<file path="src/rtl/secwr_pkg.sv">
package secwr_pkg;

  typedef enum logic [1:0] {
    TAG_GAP   = 2'd0,
    TAG_TRAIN = 2'd1,
    TAG_SYNC  = 2'd2,
    TAG_DATA  = 2'd3
  } fieldTag_e;

  // Per-cycle command from control to datapath
  typedef struct packed {
    logic      emit;
    fieldTag_e tag;
  } fmtStrobe_t;

endpackage

</file>
<file path="src/rtl/secwr_ctrl.sv">
module secwr_ctrl
  import secwr_pkg::*;
#(
  parameter int BYTE_W         = 8,
  parameter int LEN_W          = 8,
  parameter int MIN_GAP        = 8,
  parameter int TRAIN_LEN      = 5,
  parameter int FLUSH_BYTE_CYC = 16,
  parameter int FLUSH_NIB_CYC  = 21
) (
  input  logic              clk,
  input  logic              rst_n,
  input  logic              writeGate,
  input  logic              inValid,
  input  logic [BYTE_W-1:0] inByte,
  input  logic [LEN_W-1:0]  dataLen,
  input  logic              nibbleMode,
  output fmtStrobe_t        strobe,
  output logic              busy,
  output logic              errFlag
);

  localparam int GAP_W  = $clog2(MIN_GAP + 1);
  localparam int TR_W   = $clog2(TRAIN_LEN);
  localparam int FL_MAX = (FLUSH_NIB_CYC > FLUSH_BYTE_CYC) ? FLUSH_NIB_CYC : FLUSH_BYTE_CYC;
  localparam int FL_W   = $clog2(FL_MAX + 1);

  localparam logic [GAP_W-1:0] GAP_MIN_V = GAP_W'(MIN_GAP);
  localparam logic [GAP_W-1:0] GAP_ONE   = GAP_W'(1);
  localparam logic [TR_W-1:0]  TR_LAST_V = TR_W'(TRAIN_LEN - 1);
  localparam logic [TR_W-1:0]  TR_ONE    = TR_W'(1);
  localparam logic [LEN_W-1:0] LEN_ONE   = LEN_W'(1);
  localparam logic [FL_W-1:0]  FL_BYTE_V = FL_W'(FLUSH_BYTE_CYC);
  localparam logic [FL_W-1:0]  FL_NIB_V  = FL_W'(FLUSH_NIB_CYC);
  localparam logic [FL_W-1:0]  FL_ONE    = FL_W'(1);

  typedef enum logic [2:0] {
    PH_IDLE, PH_GAP, PH_TRAIN, PH_SYNC, PH_DATA, PH_FLUSH, PH_DONE, PH_HALT
  } phase_e;

  phase_e            phase, phaseNxt;
  logic [GAP_W-1:0]  gapCnt;
  logic [TR_W-1:0]   trainCnt;
  logic [LEN_W-1:0]  dataCnt, lenReg;
  logic [FL_W-1:0]   flushCnt, flushLim;
  logic              nibReg;

  logic gapFull, trainLast, dataLast, flushLast, markByte;

  assign gapFull   = (gapCnt == GAP_MIN_V);
  assign trainLast = (trainCnt == TR_LAST_V);
  assign dataLast  = (({1'b0, dataCnt} + {1'b0, LEN_ONE}) == {1'b0, lenReg});
  assign flushLim  = nibReg ? FL_NIB_V : FL_BYTE_V;
  assign flushLast = (flushCnt == (flushLim - FL_ONE));
  assign markByte  = (inByte != '0);

  always_comb begin
    phaseNxt    = phase;
    strobe.emit = 1'b0;
    strobe.tag  = TAG_GAP;
    unique case (phase)
      PH_IDLE: if (writeGate) begin
        phaseNxt    = PH_GAP;
        strobe.emit = inValid;
      end
      PH_GAP: if (!writeGate) phaseNxt = PH_HALT;
      else if (inValid) begin
        strobe.emit = 1'b1;
        if (markByte && gapFull) begin
          strobe.tag = TAG_TRAIN;
          phaseNxt   = PH_TRAIN;
        end
      end
      PH_TRAIN: if (!writeGate) phaseNxt = PH_HALT;
      else if (inValid) begin
        strobe.emit = 1'b1;
        strobe.tag  = TAG_TRAIN;
        if (trainLast) phaseNxt = PH_SYNC;
      end
      PH_SYNC: if (!writeGate) phaseNxt = PH_HALT;
      else if (inValid) begin
        strobe.emit = 1'b1;
        strobe.tag  = TAG_SYNC;
        phaseNxt    = (lenReg == '0) ? PH_FLUSH : PH_DATA;
      end
      PH_DATA: if (!writeGate) phaseNxt = PH_HALT;
      else if (inValid) begin
        strobe.emit = 1'b1;
        strobe.tag  = TAG_DATA;
        if (dataLast) phaseNxt = PH_FLUSH;
      end
      PH_FLUSH: if (!writeGate) phaseNxt = PH_HALT;
      else if (flushLast) phaseNxt = PH_DONE;
      PH_DONE: if (!writeGate) phaseNxt = PH_IDLE;
      PH_HALT: phaseNxt = PH_HALT;
      default: phaseNxt = PH_HALT;
    endcase
  end

  always_ff @(posedge clk or negedge rst_n) begin
    if (!rst_n) begin
      phase    <= PH_IDLE;
      gapCnt   <= '0;
      trainCnt <= '0;
      dataCnt  <= '0;
      lenReg   <= '0;
      nibReg   <= 1'b0;
      flushCnt <= '0;
    end else begin
      phase <= phaseNxt;
      if (phase == PH_IDLE) begin
        lenReg <= dataLen;
        nibReg <= nibbleMode;
        gapCnt <= (writeGate && inValid) ? GAP_ONE : '0;
      end else if (phase == PH_GAP && strobe.emit && strobe.tag == TAG_GAP && !gapFull) begin
        gapCnt <= gapCnt + GAP_ONE;
      end
      if (phase == PH_GAP) trainCnt <= TR_ONE;
      else if (phase == PH_TRAIN && strobe.emit) trainCnt <= trainCnt + TR_ONE;
      if (phase == PH_SYNC) dataCnt <= '0;
      else if (phase == PH_DATA && strobe.emit) dataCnt <= dataCnt + LEN_ONE;
      if (phase == PH_FLUSH) flushCnt <= flushCnt + FL_ONE;
      else flushCnt <= '0;
    end
  end

  assign busy    = (phase inside {PH_GAP, PH_TRAIN, PH_SYNC, PH_DATA, PH_FLUSH});
  assign errFlag = (phase == PH_HALT);

endmodule

</file>
<file path="src/rtl/secwr_dpath.sv">
module secwr_dpath
  import secwr_pkg::*;
#(
  parameter int                BYTE_W     = 8,
  parameter logic [BYTE_W-1:0] TRAIN_BYTE = 8'h93,
  parameter logic [BYTE_W-1:0] SYNC_BYTE  = 8'h69
) (
  input  logic              clk,
  input  logic              rst_n,
  input  fmtStrobe_t        strobe,
  input  logic [BYTE_W-1:0] inByte,
  output logic              outValid,
  output logic [BYTE_W-1:0] outByte,
  output logic [1:0]        outField
);

  logic [BYTE_W-1:0] pick;

  always_comb begin
    unique case (strobe.tag)
      TAG_TRAIN: pick = TRAIN_BYTE;
      TAG_SYNC:  pick = SYNC_BYTE;
      default:   pick = inByte;
    endcase
  end

  always_ff @(posedge clk or negedge rst_n) begin
    if (!rst_n) begin
      outValid <= 1'b0;
      outByte  <= '0;
      outField <= 2'd0;
    end else begin
      outValid <= strobe.emit;
      outByte  <= strobe.emit ? pick : '0;
      outField <= strobe.emit ? strobe.tag : 2'd0;
    end
  end

endmodule

</file>
<file path="src/rtl/secwr_fmt.sv">
module secwr_fmt
  import secwr_pkg::*;
#(
  parameter int                BYTE_W         = 8,
  parameter int                LEN_W          = 8,
  parameter int                MIN_GAP        = 8,
  parameter int                TRAIN_LEN      = 5,
  parameter int                FLUSH_BYTE_CYC = 16,
  parameter int                FLUSH_NIB_CYC  = 21,
  parameter logic [BYTE_W-1:0] TRAIN_BYTE     = 8'h93,
  parameter logic [BYTE_W-1:0] SYNC_BYTE      = 8'h69
) (
  input  logic              clk,
  input  logic              rst_n,
  input  logic              writeGate,
  input  logic              inValid,
  input  logic [BYTE_W-1:0] inByte,
  input  logic [LEN_W-1:0]  dataLen,
  input  logic              nibbleMode,
  output logic              outValid,
  output logic [BYTE_W-1:0] outByte,
  output logic [1:0]        outField,
  output logic              busy,
  output logic              errFlag
);

  fmtStrobe_t strobe;

  secwr_ctrl #(
    .BYTE_W(BYTE_W), .LEN_W(LEN_W), .MIN_GAP(MIN_GAP), .TRAIN_LEN(TRAIN_LEN),
    .FLUSH_BYTE_CYC(FLUSH_BYTE_CYC), .FLUSH_NIB_CYC(FLUSH_NIB_CYC)
  ) u_ctrl (
    .clk(clk), .rst_n(rst_n), .writeGate(writeGate), .inValid(inValid),
    .inByte(inByte), .dataLen(dataLen), .nibbleMode(nibbleMode),
    .strobe(strobe), .busy(busy), .errFlag(errFlag)
  );

  secwr_dpath #(
    .BYTE_W(BYTE_W), .TRAIN_BYTE(TRAIN_BYTE), .SYNC_BYTE(SYNC_BYTE)
  ) u_dpath (
    .clk(clk), .rst_n(rst_n), .strobe(strobe), .inByte(inByte),
    .outValid(outValid), .outByte(outByte), .outField(outField)
  );

endmodule

</file>
<file path="config.mk">
export PLATFORM = sky130hd
export DESIGN_NAME = secwr_fmt
export DESIGN_NICKNAME = d
export VERILOG_FILES = /design/src/rtl/secwr_pkg.sv /design/src/rtl/secwr_ctrl.sv /design/src/rtl/secwr_dpath.sv /design/src/rtl/secwr_fmt.sv
export SDC_FILE = /design/constraint.sdc
export NUM_CORES = 1
export LEC_CHECK = 0
export BUFFER_PORTS_ARGS = -buffer_cell sky130_fd_sc_hd__clkbuf_2
export CORE_MARGIN = 5
export CORE_UTILIZATION = 57
export DETAILED_ROUTE_END_ITERATION = 16
export GPL_ROUTABILITY_DRIVEN = 0
export PLACE_DENSITY = 0.79
export SETUP_SLACK_MARGIN = 0.02
export SLEW_MARGIN = 5
export SYNTH_ARGS = -nofsm -noshare
export SYNTH_HDL_FRONTEND = slang
export SYNTH_SLANG_ARGS = --single-unit
</file>
<file path="constraint.sdc">
create_clock -name clk -period 2.8 [get_ports clk]
set_input_delay 0.14 -clock clk [delete_from_list [all_inputs] [get_ports clk]]
set_output_delay 0.14 -clock clk [all_outputs]
set_load 0.01 [all_outputs]
</file>
# Word-level counts from Yosys, hierarchy flattened
# Cells that the tools add are included.
dict set report word_totals {
  ff_bits 43
  input_bits 21
  out_inout_bits 13
}
dict set report classes {
  add_sub_neg 6
  eq_ne 23
  n_mux 41
  n_reduce_logical 17
}
# cell count
set ops {}
lappend ops {{3-bit 2-to-1 mux} 26}
lappend ops {{8-bit 2-to-1 mux} 3}
lappend ops {{3-bit one-hot mux with 8 select lines} 1}
lappend ops {{8-bit one-hot mux with 2 select lines} 1}
lappend ops {{3-bit equality test, second input constant} 5}
lappend ops {{3-bit by 2-bit != test with 1-bit output, second input constant} 4}
lappend ops {{3-bit != test, second input constant} 4}
lappend ops {{10-bit AND reduction} 1}
lappend ops {{8-bit by 1-bit adder with 9-bit output, second input constant} 1}
lappend ops {{9-bit by 8-bit equality test with 1-bit output} 1}
lappend ops {{8-bit by 1-bit adder with 8-bit output, second input constant} 1}
lappend ops {{8-bit zero test} 1}
lappend ops {{4-bit 2-to-1 mux} 2}
lappend ops {{2-bit one-hot mux with 4 select lines} 1}
lappend ops {{8-bit nonzero test} 1}
lappend ops {{1-bit logical AND} 7}
lappend ops {{3-bit by 2-bit equality test with 1-bit output, second input constant} 2}
lappend ops {{2-bit nonzero test} 3}
lappend ops {{5-bit by 1-bit adder with 5-bit output, second input constant} 1}
lappend ops {{5-bit equality test} 1}
lappend ops {{5-bit 2-to-1 mux} 1}
lappend ops {{1-bit one-hot mux with 5 select lines} 1}
lappend ops {{5-bit nonzero test} 1}
lappend ops {{5-bit by 1-bit subtractor with 5-bit output, second input constant} 1}
lappend ops {{other kinds (12)} 16}

# Logic depth before layout (Yosys ltp)
# Gate-level depths: netlist (run 1).
dict set report logic_depth {
  depth_word 11
  ltp_mapped 14
  depth_no_buf 13
}

# Hierarchy
# A second synthesis (run 1) with hierarchy kept.
dict set report unflattened {
  hier_cells 251
  area_unflattened_um2 2434.8
}
# module n_inst cells_per_inst area_per_inst_um2 seq_area_each_um2
set by_module_without_submodules {}
lappend by_module_without_submodules {secwr_ctrl 1 216 1966.9 800.8}
lappend by_module_without_submodules {secwr_dpath 1 35 467.9 275.3}

# Worst setup path before layout (run 1)
# Ideal clock, no wire load.
dict set report synth_path {
  path_kind {reg2reg}
  startpoint {register u_ctrl.gapCnt[0]}
  endpoint {register u_ctrl.gapCnt[3]}
  setup_ns 0.122
  arrival_ns 1.968
  required_time_ns 2.678
  slack_ns 0.710
  path_stages_with_launch 15
  path_buffers 1
  synth_period_minus_slack_ns 2.090
  cell_sequence {dfrtp_1 > inv_1 > ha_1 > nand3b_1 > a21oi_1 > a21oi_1 > o21a_1 > nor2_1 > inv_1 > ha_1 > and4_1 > buf_2 > nand4_1 > xor2_1 > nor2_1}
}
dict set report synth_via {
  elab_chain_cells 10
}
# element line_no
set synth_lines {}
lappend synth_lines {{start: declaration} secwr_ctrl.sv:42} ;# logic [GAP_W-1:0] gapCnt;
lappend synth_lines {{start signal: assignment} secwr_ctrl.sv:114} ;# gapCnt <= (writeGate && inValid) ? GAP_ONE : '0;
lappend synth_lines {{start signal: assignment} secwr_ctrl.sv:116} ;# gapCnt <= gapCnt + GAP_ONE;
lappend synth_lines {{4-bit equality test} secwr_ctrl.sv:50} ;# assign gapFull = (gapCnt == GAP_MIN_V);
lappend synth_lines {{1-bit logical AND} secwr_ctrl.sv:69} ;# if (markByte && gapFull) begin
lappend synth_lines {{1-bit 2-to-1 mux} secwr_ctrl.sv:69}
lappend synth_lines {{3-bit 2-to-1 mux} secwr_ctrl.sv:67} ;# else if (inValid) begin
lappend synth_lines {{3-bit 2-to-1 mux} secwr_ctrl.sv:66} ;# PH_GAP: if (!writeGate) phaseNxt = PH_HALT;
lappend synth_lines {{2-bit one-hot mux with 4 select lines} secwr_ctrl.sv:61} ;# unique case (phase)
lappend synth_lines {{2-bit zero test} secwr_ctrl.sv:115} ;# end else if (phase == PH_GAP && strobe.emit && strobe.tag == TAG_GAP && !gapFull) begin
lappend synth_lines {{1-bit logical AND (2 in series)} secwr_ctrl.sv:115}
lappend synth_lines {{2-bit nonzero test (no source line)} --}
# Several ways; a longest one is shown, not always the timed one. The select of a mux whose other input is x is not followed.
# A chain may end at the register's enable or synchronous reset.

# Worst setup path after layout (run 1)
dict set report layout_path {
  startpoint {register u_ctrl.phase[0]}
  endpoint {register u_ctrl.gapCnt[3]}
}
dict set report layout_via {
  elab_chain_cells 6
}
# element line_no
set layout_lines {}
lappend layout_lines {{start: declaration} secwr_ctrl.sv:41} ;# phase_e phase, phaseNxt;
lappend layout_lines {{start signal: assignment} secwr_ctrl.sv:110} ;# phase <= phaseNxt;
lappend layout_lines {{3-bit equality test, or another cell as far along} secwr_ctrl.sv:61}
lappend layout_lines {{2-bit one-hot mux with 4 select lines or 1-bit one-hot mux with 5 select lines (tied branches)} secwr_ctrl.sv:61}
lappend layout_lines {{2-bit zero test or 1-bit logical AND (tied branches)} secwr_ctrl.sv:115}
lappend layout_lines {{1-bit logical AND (2 in series)} secwr_ctrl.sv:115}
lappend layout_lines {{2-bit nonzero test (no source line)} --}
# Several ways; a longest one is shown, not always the timed one.

==> qor.yml, run 1 <==
detailed_routing:
  ant_nets: 0
  firstDrtPassIters: 4
  drc_errors: 0
  post_drt_wl_per_cell_um: 14.4
  met2_wirelength_um: 2240
  routedLengthMet1_um: 2330
  wirelength_um: 4830
  starting_drc_count_in_detailed_routing: 118
  num_vias: 1928
  highest_layer: "met4"
  detailroute.wirelength.met3_um: 204
  detail_route.vias_per_cell: 5.76
clock_network:
  cts.repair_timing.setup_buffer_count: 0
  clock_insertion_delay_worst_skew_ns: 0.30
  cts_repair_resize_count: 0
  clk_pin_slew_worst_paths_ns: 0.08
  cts_buffer_depth: 2
  cts_htree_levels: 2
  cts_hold_repair.buffers: 0
  cts_root_buf: "sky130_fd_sc_hd__clkbuf_8"
  cts.sinks: 43
  tritoncts: "done"
  cts_made_buffers: 5
final_layout:
  layout.cells.most_common: "sky130_fd_sc_hd__dfrtp_1"
  number_of_nets_in_the_layout: 314
  commonest_cells_after_routing_fill_and_taps_aside: "43 x sky130_fd_sc_hd__dfrtp_1, 33 x sky130_fd_sc_hd__clkbuf_2, 31 x sky130_fd_sc_hd__nor2_1"
  area_of_combinational_cells_with_multiple_inputs_sq_um: 1230
  n_fill_cell: 323
  antenna_cells: 0
  area_growth_syn_to_layout_pct: 12.4
  fin_cells: 335
  fraction_of_layout_cells_with_a_size_suffix_above_1_pct: 21.4
  sequential_cell_area_sq_um: 1080
synthesis:
  syn_area_sq_um: 2410
  postSynthRegisterBits: 43
  netlist.top_cell.by_area: "sky130_fd_sc_hd__dfrtp_1"
  synth.top_cell.area_share_pct: 44.7
  edff_count_synth: 0
  ys_dominant_reg_cell: "sky130_fd_sc_hd__dfrtp_1"
  synth_area_leaders: "sky130_fd_sc_hd__dfrtp_1 45%, sky130_fd_sc_hd__nor2_1 4.8%, sky130_fd_sc_hd__ha_1 4.7%, sky130_fd_sc_hd__mux2_2 4.2%, sky130_fd_sc_hd__a21oi_1 4.2%"
  yosys.cell_types.count: 49
  postSynth.asyncResetShare_pct: 100
  ys.warnings.count: 0
  postSynthAreaPerCell_sq_um: 9.47
  synth.net_count: 284
  netlist_instances: 254
  sequential_element_share_of_the_synthesized_area_pct: 44.7
floorplanning:
  die_x_um: 75.0
  num_rows: 23
  design.die.area_sq_um: 5620
  die-height_um: 75.0
  starting_utilization_of_the_core_area_pct: 59.3
  core_area_sq_um: 4060
  num_io_pins: 34
setup_path:
  path_max_fanout: 13
  rr_worst_depth: 11
  crit_path_start_kind: "flop"
  critPathLaunch: "u_ctrl.phase[0]"
  r2r_start: "u_ctrl.phase[0]"
  r2r_setup_slack_ns: 0.48
  worstSetupPathType: "flop to flop"
  worstReg2RegEnd: "u_ctrl.gapCnt[3]"
  worst-endpoint-arrival_ns: 2.50
  critPathCaptureType: "flop"
  critical_path_required_ns: 2.98
sta:
  timing.fmax_mhz: 432
  setup_skew_ns: 0.00717
  layout_worst_path_cycle_share_pct: 82.7
  actual_slew_at_the_worst_max_slew_pin_ns: 1.06
  rsz0062_at_grt: "no"
  min_period_ns: 2.32
  final_count_of_hold_timing_violations: 0
  setup_viols_final: 0
  timing.final.max_slew_violations: 0
  maxSlewHeadroom_pct: 29.4
  final.hold.worst_slack_ns: 0.0196
  setup-tns-final_ns: 0
power_and_ir_drop:
  p_switching_uw: 618
  power_leakage_uw: 0.00129
  p_clk_share_pct: 27.3
  p_per_area_nw_per_um2: 678
  power.switching_fraction_pct: 33.7
  combPwrFrac_pct: 27.0
  peakVddDrop_mv: 0.612
  power_report.internal_total_uw: 1220
  pwr-share-seq_pct: 45.8
worst_hold_path:
  hold_class: "input port to asynchronous set/reset pin"
grt:
  via_count_of_the_first_global_routing_pass: 1826
  grt_antenna_before_repair: 0
  gr-total-overflow: 0
  aggregate_global_route_resource_usage_pct: 19.1
  first_pass_grt_wire_length_um: 8160
  grt_max_degree: 44
placement:
  place_hpwl_um: 3590
  place_inst: 327
  placement.io_buffers: 33
run_status:
  run_status: "finished, final reports clean"
flow_run:
  max-cap-violations: 0
## per-layer routing
metal,track usage [%],up-vias
met5,0,-
met4,8.10,0
met3,4.27,8
met2,28.3,44
met1,27.1,915
li1,-,961
## critical path, stage by stage, from the launching register on
cell and delay, ns:
sky130_fd_sc_hd__dfrtp_1 0.67, sky130_fd_sc_hd__inv_2 0.18, sky130_fd_sc_hd__nor2_1 0.13, sky130_fd_sc_hd__a21oi_1 0.07
sky130_fd_sc_hd__o21a_1 0.19, sky130_fd_sc_hd__nor2_1 0.15, sky130_fd_sc_hd__inv_1 0.09, sky130_fd_sc_hd__ha_1 0.19
sky130_fd_sc_hd__and4_1 0.20, sky130_fd_sc_hd__nand4_1 0.12, sky130_fd_sc_hd__xor2_1 0.16, sky130_fd_sc_hd__nor2_1 0.05
## cell usage after synthesis (2+ instances only)
| master | instances |
|---|---|
| sky130_fd_sc_hd__a211oi_1 | 2 |
| sky130_fd_sc_hd__nand2_2 | 2 |
| sky130_fd_sc_hd__nand2_1 | 20 |
| sky130_fd_sc_hd__o311ai_1 | 2 |
| sky130_fd_sc_hd__nand2b_1 | 5 |
| sky130_fd_sc_hd__nand3_1 | 5 |
| sky130_fd_sc_hd__nand4_1 | 3 |
| sky130_fd_sc_hd__nor2_1 | 31 |
| sky130_fd_sc_hd__o21a_1 | 3 |
| sky130_fd_sc_hd__o21ai_0 | 14 |
| sky130_fd_sc_hd__o211ai_1 | 2 |
| sky130_fd_sc_hd__inv_2 | 2 |
| sky130_fd_sc_hd__nand3b_1 | 2 |
| sky130_fd_sc_hd__nor4_1 | 4 |
| sky130_fd_sc_hd__ha_1 | 9 |
| sky130_fd_sc_hd__xnor2_1 | 6 |
| sky130_fd_sc_hd__buf_2 | 7 |
| sky130_fd_sc_hd__a21oi_1 | 20 |
| sky130_fd_sc_hd__buf_4 | 2 |
| sky130_fd_sc_hd__xor2_1 | 9 |
| sky130_fd_sc_hd__mux2i_1 | 2 |
| sky130_fd_sc_hd__o31ai_1 | 3 |
| sky130_fd_sc_hd__and3_1 | 5 |
| sky130_fd_sc_hd__o41ai_1 | 2 |
| sky130_fd_sc_hd__nor3_1 | 4 |
| sky130_fd_sc_hd__nor2b_1 | 4 |
| sky130_fd_sc_hd__o22ai_1 | 2 |
| sky130_fd_sc_hd__inv_1 | 8 |
| sky130_fd_sc_hd__clkbuf_1 | 2 |
| sky130_fd_sc_hd__dfrtp_1 | 43 |
| sky130_fd_sc_hd__a31oi_1 | 3 |
| sky130_fd_sc_hd__mux2_2 | 9 |
## flip-flops by register name, indices dropped and copies added, names as in the netlist
| register | flops |
|---|---|
| u_ctrl.dataCnt | 8 |
| u_ctrl.flushCnt | 5 |
| u_ctrl.gapCnt | 4 |
| u_ctrl.lenReg | 8 |
| u_ctrl.nibReg | 1 |
| u_ctrl.phase | 3 |
| u_ctrl.trainCnt | 3 |
| u_dpath.outByte | 8 |
| u_dpath.outField | 2 |
| u_dpath.outValid | 1 |
## worst max path at each step
| stage | to | slack, ns | depth (start not counted) |
|---|---|---|---|
| after floorplan | u_ctrl.gapCnt[3] | 0.71 | 14 |
| after global placement | u_ctrl.gapCnt[3] | 0.64 | 11 |
| after detailed placement | u_ctrl.gapCnt[3] | 0.54 | 13 |
| after CTS | u_ctrl.gapCnt[3] | 0.51 | 13 |
| after global routing | u_ctrl.gapCnt[3] | 0.23 | 13 |
| final | u_ctrl.gapCnt[3] | 0.48 | 11 |
## stage by stage
step                      setup slack [ns]  util (%)  total power (uW)  area [sq um]
after floorplan                      0.710         -              1200          2410
after global placement               0.642      63.8              1330          2590
after detailed placement             0.535      63.8              1350          2590
after CTS                            0.511      66.7              1850          2710
after global routing                 0.232      66.7              1960          2710
final                                0.485      66.7              1830          2710
## power groups by stage
stage | Sequential, uW | Clock, uW | Combinational (uW)
after global routing | 858 | 535 | 563
after detailed placement | 850 | 0 | 495
after CTS | 838 | 514 | 497
after floorplan | 795 | 0 | 403
final | 839 | 500 | 495
after global placement | 845 | 0 | 485
## final cells by class
cell class	instances	share of cell area, %
timing repair buffer	35	6.66
multi-input combinational	189	45.5
clock buffer	6	3.05
inverter	10	1.39
tap	50	2.31
sequential	43	39.8
clock inverter	2	1.30
## cells by family (layout without fill, tap and decap cells)
kind of cell	Yosys count	count (layout)	share of synthesized area, %
and+or+nand+nor	93	93	19.9
AOI/OAI and AO/OA	60	60	15.5
DFF	43	43	44.7
buffers and inverters	22	53	4.11
xor gates and xnor gates	15	15	5.46
muxes	12	12	5.67
adders and majority gates	9	9	4.68
No activity file was read; power rests on OpenSTA's default activity.
==> run 2, diff against run 1 <==
Settings changed: CORE_UTILIZATION 57 to 51, PLACE_DENSITY 0.79 to 0.75.
Clock period 2.8 ns to 2.08 ns, I/O delays scaled along.
==> run 2 against run 1 <==
  * The run now ends with negative setup slack left
  * Global-route usage is 0.55 points lower
  * Non-clock buffer count is 29 higher
  * Register-to-register slack worse by 0.58 ns
  * Sequential power is 29% higher
  * Via count is 14% higher
  * Fmax is 6.2% higher
  * Clock-buffer cell count is 2 higher
  * Clock power is 17% higher
  * Worst hold slack better by 0.015 ns
  * Sequential share of layout area is 4.8 points lower
  * Die area is 10% higher
==> qor.yml, run 2 (synthesized netlist as in run 1, its figures left out) <==
run_status:
  run_status: "finished, violations left"
  failing_checks: "negative setup slack"
sta:
  setup_viols_final: 8  # +8
  actual_slew_at_the_worst_max_slew_pin_ns: 0.554  # -0.505 ns
  setup_skew_ns: 0.00206  # -0.00511 ns
  setup_slack_ns: -0.100  # -0.585 ns
  final_count_of_hold_timing_violations: 0  # unchanged
  timing.fmax_mhz: 459  # +6.2%
  maxSlewHeadroom_pct: 63.0  # +34 points
  min_period_ns: 2.18  # -0.135 ns
  final.hold.worst_slack_ns: 0.0342  # +0.0145 ns
  timing.final.max_slew_violations: 0  # unchanged
  rsz0062_at_grt: "yes"
  layout_worst_path_cycle_share_pct: 105  # +22 points
final_layout:
  number_of_nets_in_the_layout: 343  # +9.2%
  final_area_sq_um: 3070  # +14%
  area_growth_syn_to_layout_pct: 27.7
  biggestRegsByFlops: "u_ctrl.dataCnt: 8 flops, u_ctrl.lenReg: 8 flops, u_dpath.outByte: 8 flops"
  layout.core_utilization_pct: 65.9  # -0.73 points
  antenna_cells: 0  # unchanged
  layout.cells.most_common: "sky130_fd_sc_hd__dfrtp_1"
  fraction_of_layout_cells_with_a_size_suffix_above_1_pct: 37.3  # +16 points
  commonest_cells_after_routing_fill_and_taps_aside: "43 x sky130_fd_sc_hd__dfrtp_1, 33 x sky130_fd_sc_hd__clkbuf_2, 30 x sky130_fd_sc_hd__nor2_1"
detailed_routing:
  drc_errors: 0  # unchanged
  detailroute.wirelength.met3_um: 377  # +85%
  detail_route.vias_per_cell: 5.95  # +3.4%
  routedLengthMet1_um: 2630  # +13%
  wirelength_um: 6200  # +28%
  num_vias: 2189  # +14%
  starting_drc_count_in_detailed_routing: 250  # +110%
  highest_layer: "met4"
  ant_nets: 0  # unchanged
  post_drt_wl_per_cell_um: 16.8  # +17%
  met2_wirelength_um: 3050  # +36%
  firstDrtPassIters: 5  # +1
clock_network:
  cts_made_buffers: 5  # unchanged
  clk_pin_slew_worst_paths_ns: 0.08  # about the same
  cts_root_buf: "sky130_fd_sc_hd__clkbuf_8"
  cts.sinks: 43  # unchanged
  cts_htree_levels: 2  # unchanged
  cts_buffer_depth: 2  # unchanged
  clock_insertion_delay_worst_skew_ns: 0.30  # about the same
  tritoncts: "done"
worst_hold_path:
  hold_class: "input port to flop"
grt:
  via_count_of_the_first_global_routing_pass: 1987  # +8.8%
  aggregate_global_route_resource_usage_pct: 18.6  # -0.55 points
  first_pass_grt_wire_length_um: 9150  # +12%
  grt_max_degree: 27  # -39%
  gr-total-overflow: 0  # unchanged
  grt_antenna_before_repair: 0  # unchanged
floorplanning:
  die_x_um: 78.7  # +5.0%
  design.die.area_sq_um: 6190  # +10%
  starting_utilization_of_the_core_area_pct: 51.6  # -7.7 points
  die-height_um: 78.7  # +5.0%
  core_area_sq_um: 4660  # +15%
  num_rows: 25  # +8.7%
  num_io_pins: 34  # unchanged
setup_path:
  critPathCaptureType: "flop"
  crit_path_start_kind: "flop"
  worst-endpoint-arrival_ns: 2.37  # -0.13 ns
  critical_path_required_ns: 2.27  # -0.71 ns
  worstSetupPathType: "flop to flop"
  r2r_setup_slack_ns: -0.10  # -0.58 ns
  path_max_fanout: 2  # -11
flow_run:
  max-cap-violations: 0  # unchanged
placement:
  placement.io_buffers: 33  # unchanged
  placed_area_sq_um: 2720  # +5.2%
  place_hpwl_um: 3840  # +7.2%
power_and_ir_drop:
  total_power_uw: 2620  # +43%
  p_per_area_nw_per_um2: 853  # +26%
  peakVddDrop_mv: 0.509  # -17%
  power_leakage_uw: 0.00145  # +12%
==> run 2: critical path: stages (launching register included) <==
cell and delay (ns):
sky130_fd_sc_hd__dfrtp_1 0.40, sky130_fd_sc_hd__inv_2 0.07, sky130_fd_sc_hd__ha_4 0.11, sky130_fd_sc_hd__nand3b_1 0.13, sky130_fd_sc_hd__a21oi_2 0.19, sky130_fd_sc_hd__buf_4 0.13
sky130_fd_sc_hd__buf_4 0.09, sky130_fd_sc_hd__buf_4 0.10, sky130_fd_sc_hd__buf_4 0.09, sky130_fd_sc_hd__buf_4 0.10, sky130_fd_sc_hd__nor2b_2 0.05, sky130_fd_sc_hd__o31ai_2 0.28
sky130_fd_sc_hd__a21oi_1 0.15, sky130_fd_sc_hd__a21o_1 0.17
==> run 2: metrics by stage <==
step	setup WS (ns)	setup TNS (ns)	cells
floorplan	0.0201	0	254
global placement	0.0399	0	347
detailed placement	-0.0830	-0.548	347
CTS	-0.00165	-0.00165	363
global route	-0.159	-1.16	368
finish	-0.100	-0.291	368
==> run 2: path summary, 6_finish.rpt <==
| kind | depth (start not counted) | startpoint | endpoint |
|---|---|---|---|
| max in group asynchronous | 3 | rst_n | u_dpath.outByte[0] |
| min reg2reg | 1 | u_ctrl.flushCnt[0] | u_ctrl.flushCnt[0] |
| min in group asynchronous | 2 | rst_n | u_ctrl.lenReg[7] |
| max | 13 | u_ctrl.gapCnt[0] | u_ctrl.phase[0] |
| min | 2 | dataLen[1] | u_ctrl.lenReg[1] |
| max reg2reg | 13 | u_ctrl.gapCnt[0] | u_ctrl.phase[0] |
==> run 2: timing repair <==
| action | 4_1_cts | 5_1_grt |
|---|---|---|
| pin swaps | 5 | 19 |
| setup buffers | 7 | 5 |
| hold buffers | 1 | 0 |
| hold endpoints to repair | 17 | 0 |
| gates cloned | 0 | 0 |
| resized for setup | 8 | 30 |
| setup endpoints to repair | 10 | 14 |
==> run 2: cell type report <==
cell class,count,area (sq um)
multi-input combinational,189,1380
timing repair buffer,64,417
inverter,10,37.5
fill,347,1590
clock buffer,8,100
sequential,43,1080
tap,54,67.6
==> run 2: report_power, final <==
| part | switching, uW | internal (uW) |
|---|---|---|
| logic | 536 | 415 |
| clock network | 283 | 303 |
| registers | 133 | 951 |
==> run 2: routing by layer <==
metal / track usage [%] / vias to the layer above
met5: 0 / -
met4: 5.07 / 0
met1: 23.6 / 1065
met2: 31.4 / 97
li1: - / 1011
met3: 4.59 / 16
==> run 3, diff against run 2 <==
Settings changed: RECOVER_POWER set to 100.
==> run 3 against run 2 <==
  * The flow still finishes with violations (negative setup slack)
  * Via count rose by 1.8%
  * Core utilization fell by 0.43 points
  * Die area did not move
  * Highest routed layer unchanged
  * Clock skew barely moved
  * Worst hold slack improved by 0.00067 ns
  * Critical path type unchanged
  * Sequential cell count did not move
  * Sequential share of layout area rose by 0.23 points
==> qor.yml, run 3 (synthesized netlist as in run 1, its figures left out) <==
worst_hold_path:
  hold_class: "input port to flop"
  min_delay_path_depth: 2  # unchanged
  min_delay_worst_endpoint: "u_ctrl.lenReg[1]"
  hold_path_startpoint: "dataLen[1]"
setup_path:
  crit_chain: "inv_2 > ha_4 > nand3b_1 > a21oi_2 > buf_4 > buf_4 > buf_4 > buf_4 > buf_4 > nor2b_2 > o31ai_2 > a21oi_1 > a21o_1"
  worst-endpoint-arrival_ns: 2.39  # +0.02 ns
  critPathSlowestCell: "sky130_fd_sc_hd__dfrtp_1"
  crit_path_start_kind: "flop"
  critical_path_required_ns: 2.27  # about the same
  r2r_setup_slack_ns: -0.12  # -0.02 ns
  largest_delay_share_family_worst_path: "compound AO/OA/AOI/OAI gates"
  cp_slowest_stage_delay_ns: 0.40  # about the same
  critPathBufInv: 6  # unchanged
  worstReg2RegEnd: "u_ctrl.phase[0]"
  critPathCaptureType: "flop"
  critPathMostFrequentCell: "sky130_fd_sc_hd__buf_4"
  worstSetupPathType: "flop to flop"
  r2r_start: "u_ctrl.gapCnt[0]"
  rr_worst_depth: 13  # unchanged
  path_max_fanout: 2  # unchanged
final_layout:
  area_growth_syn_to_layout_pct: 26.9
  biggestRegsByFlops: "u_ctrl.dataCnt: 8 flops, u_ctrl.lenReg: 8 flops, u_dpath.outByte: 8 flops"
  antenna_cells: 0  # unchanged
  commonest_cells_after_routing_fill_and_taps_aside: "43 x sky130_fd_sc_hd__dfrtp_1, 30 x sky130_fd_sc_hd__nor2_1, 27 x sky130_fd_sc_hd__buf_4"
  number_of_nets_in_the_layout: 343  # unchanged
  final_area_sq_um: 3050  # -0.65%
  fraction_of_layout_cells_with_a_size_suffix_above_1_pct: 33.1  # -4.1 points
  layout.cells.most_common: "sky130_fd_sc_hd__dfrtp_1"
floorplanning:
  num_rows: 25  # unchanged
  starting_utilization_of_the_core_area_pct: 51.6  # unchanged
  core_area_sq_um: 4660  # unchanged
  die_x_um: 78.7  # unchanged
  num_io_pins: 34  # unchanged
  design.die.area_sq_um: 6190  # unchanged
  die-height_um: 78.7  # unchanged
detailed_routing:
  ant_nets: 0  # unchanged
  firstDrtPassIters: 5  # unchanged
  starting_drc_count_in_detailed_routing: 239  # -4.4%
  wirelength_um: 6240  # +0.69%
  post_drt_wl_per_cell_um: 17.0  # +0.69%
  num_vias: 2229  # +1.8%
  detail_route.vias_per_cell: 6.06  # +1.8%
  drc_errors: 0  # unchanged
grt:
  first_pass_grt_wire_length_um: 9150  # unchanged
  via_count_of_the_first_global_routing_pass: 1987  # unchanged
  gr-total-overflow: 0  # unchanged
  grt_max_degree: 27  # unchanged
  aggregate_global_route_resource_usage_pct: 18.6  # unchanged
  grt_antenna_before_repair: 0  # unchanged
sta:
  timing.final.max_slew_violations: 0  # unchanged
  rsz0062_at_grt: "yes"
  setup_viols_final: 12  # +4
  timing.fmax_mhz: 454  # -0.96%
  min_period_ns: 2.20  # +0.0212 ns
  maxSlewHeadroom_pct: 36.9  # -26 points
  layout_worst_path_cycle_share_pct: 106  # +1.0 points
  actual_slew_at_the_worst_max_slew_pin_ns: 0.947  # +0.392 ns
  final_count_of_hold_timing_violations: 0  # unchanged
  setup_slack_ns: -0.121  # -0.0212 ns
  setup_skew_ns: 0.00247  # +0.000409 ns
clock_network:
  clock_insertion_delay_worst_skew_ns: 0.30  # about the same
  cts.sinks: 43  # unchanged
  tritoncts: "done"
  cts_htree_levels: 2  # unchanged
  cts_root_buf: "sky130_fd_sc_hd__clkbuf_8"
  cts_made_buffers: 5  # unchanged
  clk_pin_slew_worst_paths_ns: 0.08  # about the same
  cts_buffer_depth: 2  # unchanged
power_and_ir_drop:
  p_per_area_nw_per_um2: 856  # +0.35%
  power_leakage_uw: 0.00141  # -2.9%
  peakVddDrop_mv: 0.508  # -0.24%
  total_power_uw: 2610  # -0.30%
placement:
  placement.io_buffers: 33  # unchanged
  place_worst_setup_slack_ns: -0.0830  # unchanged
  place_hpwl_um: 3840  # unchanged
  placed_area_sq_um: 2720  # unchanged
flow_run:
  max-cap-violations: 0  # unchanged
run_status:
  failing_checks: "negative setup slack"
  run_status: "finished, violations left"
run 3: what timing repair did:
item | in CTS | in global routing
resized for setup | 8 | 30
endpoints found under the setup margin | 10 | 14
hold endpoints to repair | 17 | 0
pin swaps | 5 | 19
buffers inserted | 7 | 5
hold buffers | 1 | 0
run 3: metrics by stage:
stage	instances	hold slack [ns]	TNS [ns]	utilization, %
2_1_floorplan	254	-0.192	0	-
3_3_place_gp	347	0.0555	0	58.4
3_5_place_dp	347	0.0648	-0.548	58.4
6_report	368	0.0348	-0.597	65.5
5_1_grt	368	0.0284	-1.16	65.5
4_1_cts	363	0.0291	-0.00165	62.6
run 3: worst register-to-register path: cells and delay by family, from the launching register on:
kind                       cells  cell delay [ns]
buffers and inverters          6             0.60
adders and majority gates      1             0.11
and+or+nand+nor                2             0.18
DFF                            1             0.40
AOI/OAI and AO/OA              4             0.80
run 3: power by group:
part           switching [uW]  total (uW)  internal (uW)
Combinational             535         946            411
Clock                     281         585            303
Sequential                131        1080            951
Total                     948        2610           1660
run 3: how the worst max path moves through the flow:
stage | cells past startpoint | endpoint | slack, ns | startpoint
2_1_floorplan | 14 | u_ctrl.gapCnt[3] | 0.02 | u_ctrl.gapCnt[0]
3_3_place_gp | 11 | u_dpath.outByte[4] | 0.04 | u_ctrl.gapCnt[1]
3_5_place_dp | 11 | u_dpath.outByte[1] | -0.08 | u_ctrl.gapCnt[0]
4_1_cts | 13 | u_ctrl.gapCnt[3] | -0.002 | u_ctrl.gapCnt[0]
5_1_grt | 13 | u_ctrl.phase[0] | -0.16 | u_ctrl.gapCnt[0]
6_report | 13 | u_ctrl.phase[0] | -0.12 | u_ctrl.gapCnt[0]
run 3: cell type report:
type,instances,area (sq um)
repair buffers,64,399
flip-flops and latches,43,1080
fillers,361,1610
well taps,54,67.6
inverters,10,37.5
clock buffers,8,100
multi-input cells,189,1370
run 3: routing by layer:
metal / global-route usage, % / wire length (um)
met5: 0 / 0
met4: 5.07 / 174
met3: 4.59 / 476
met2: 31.4 / 3020
met1: 23.6 / 2560
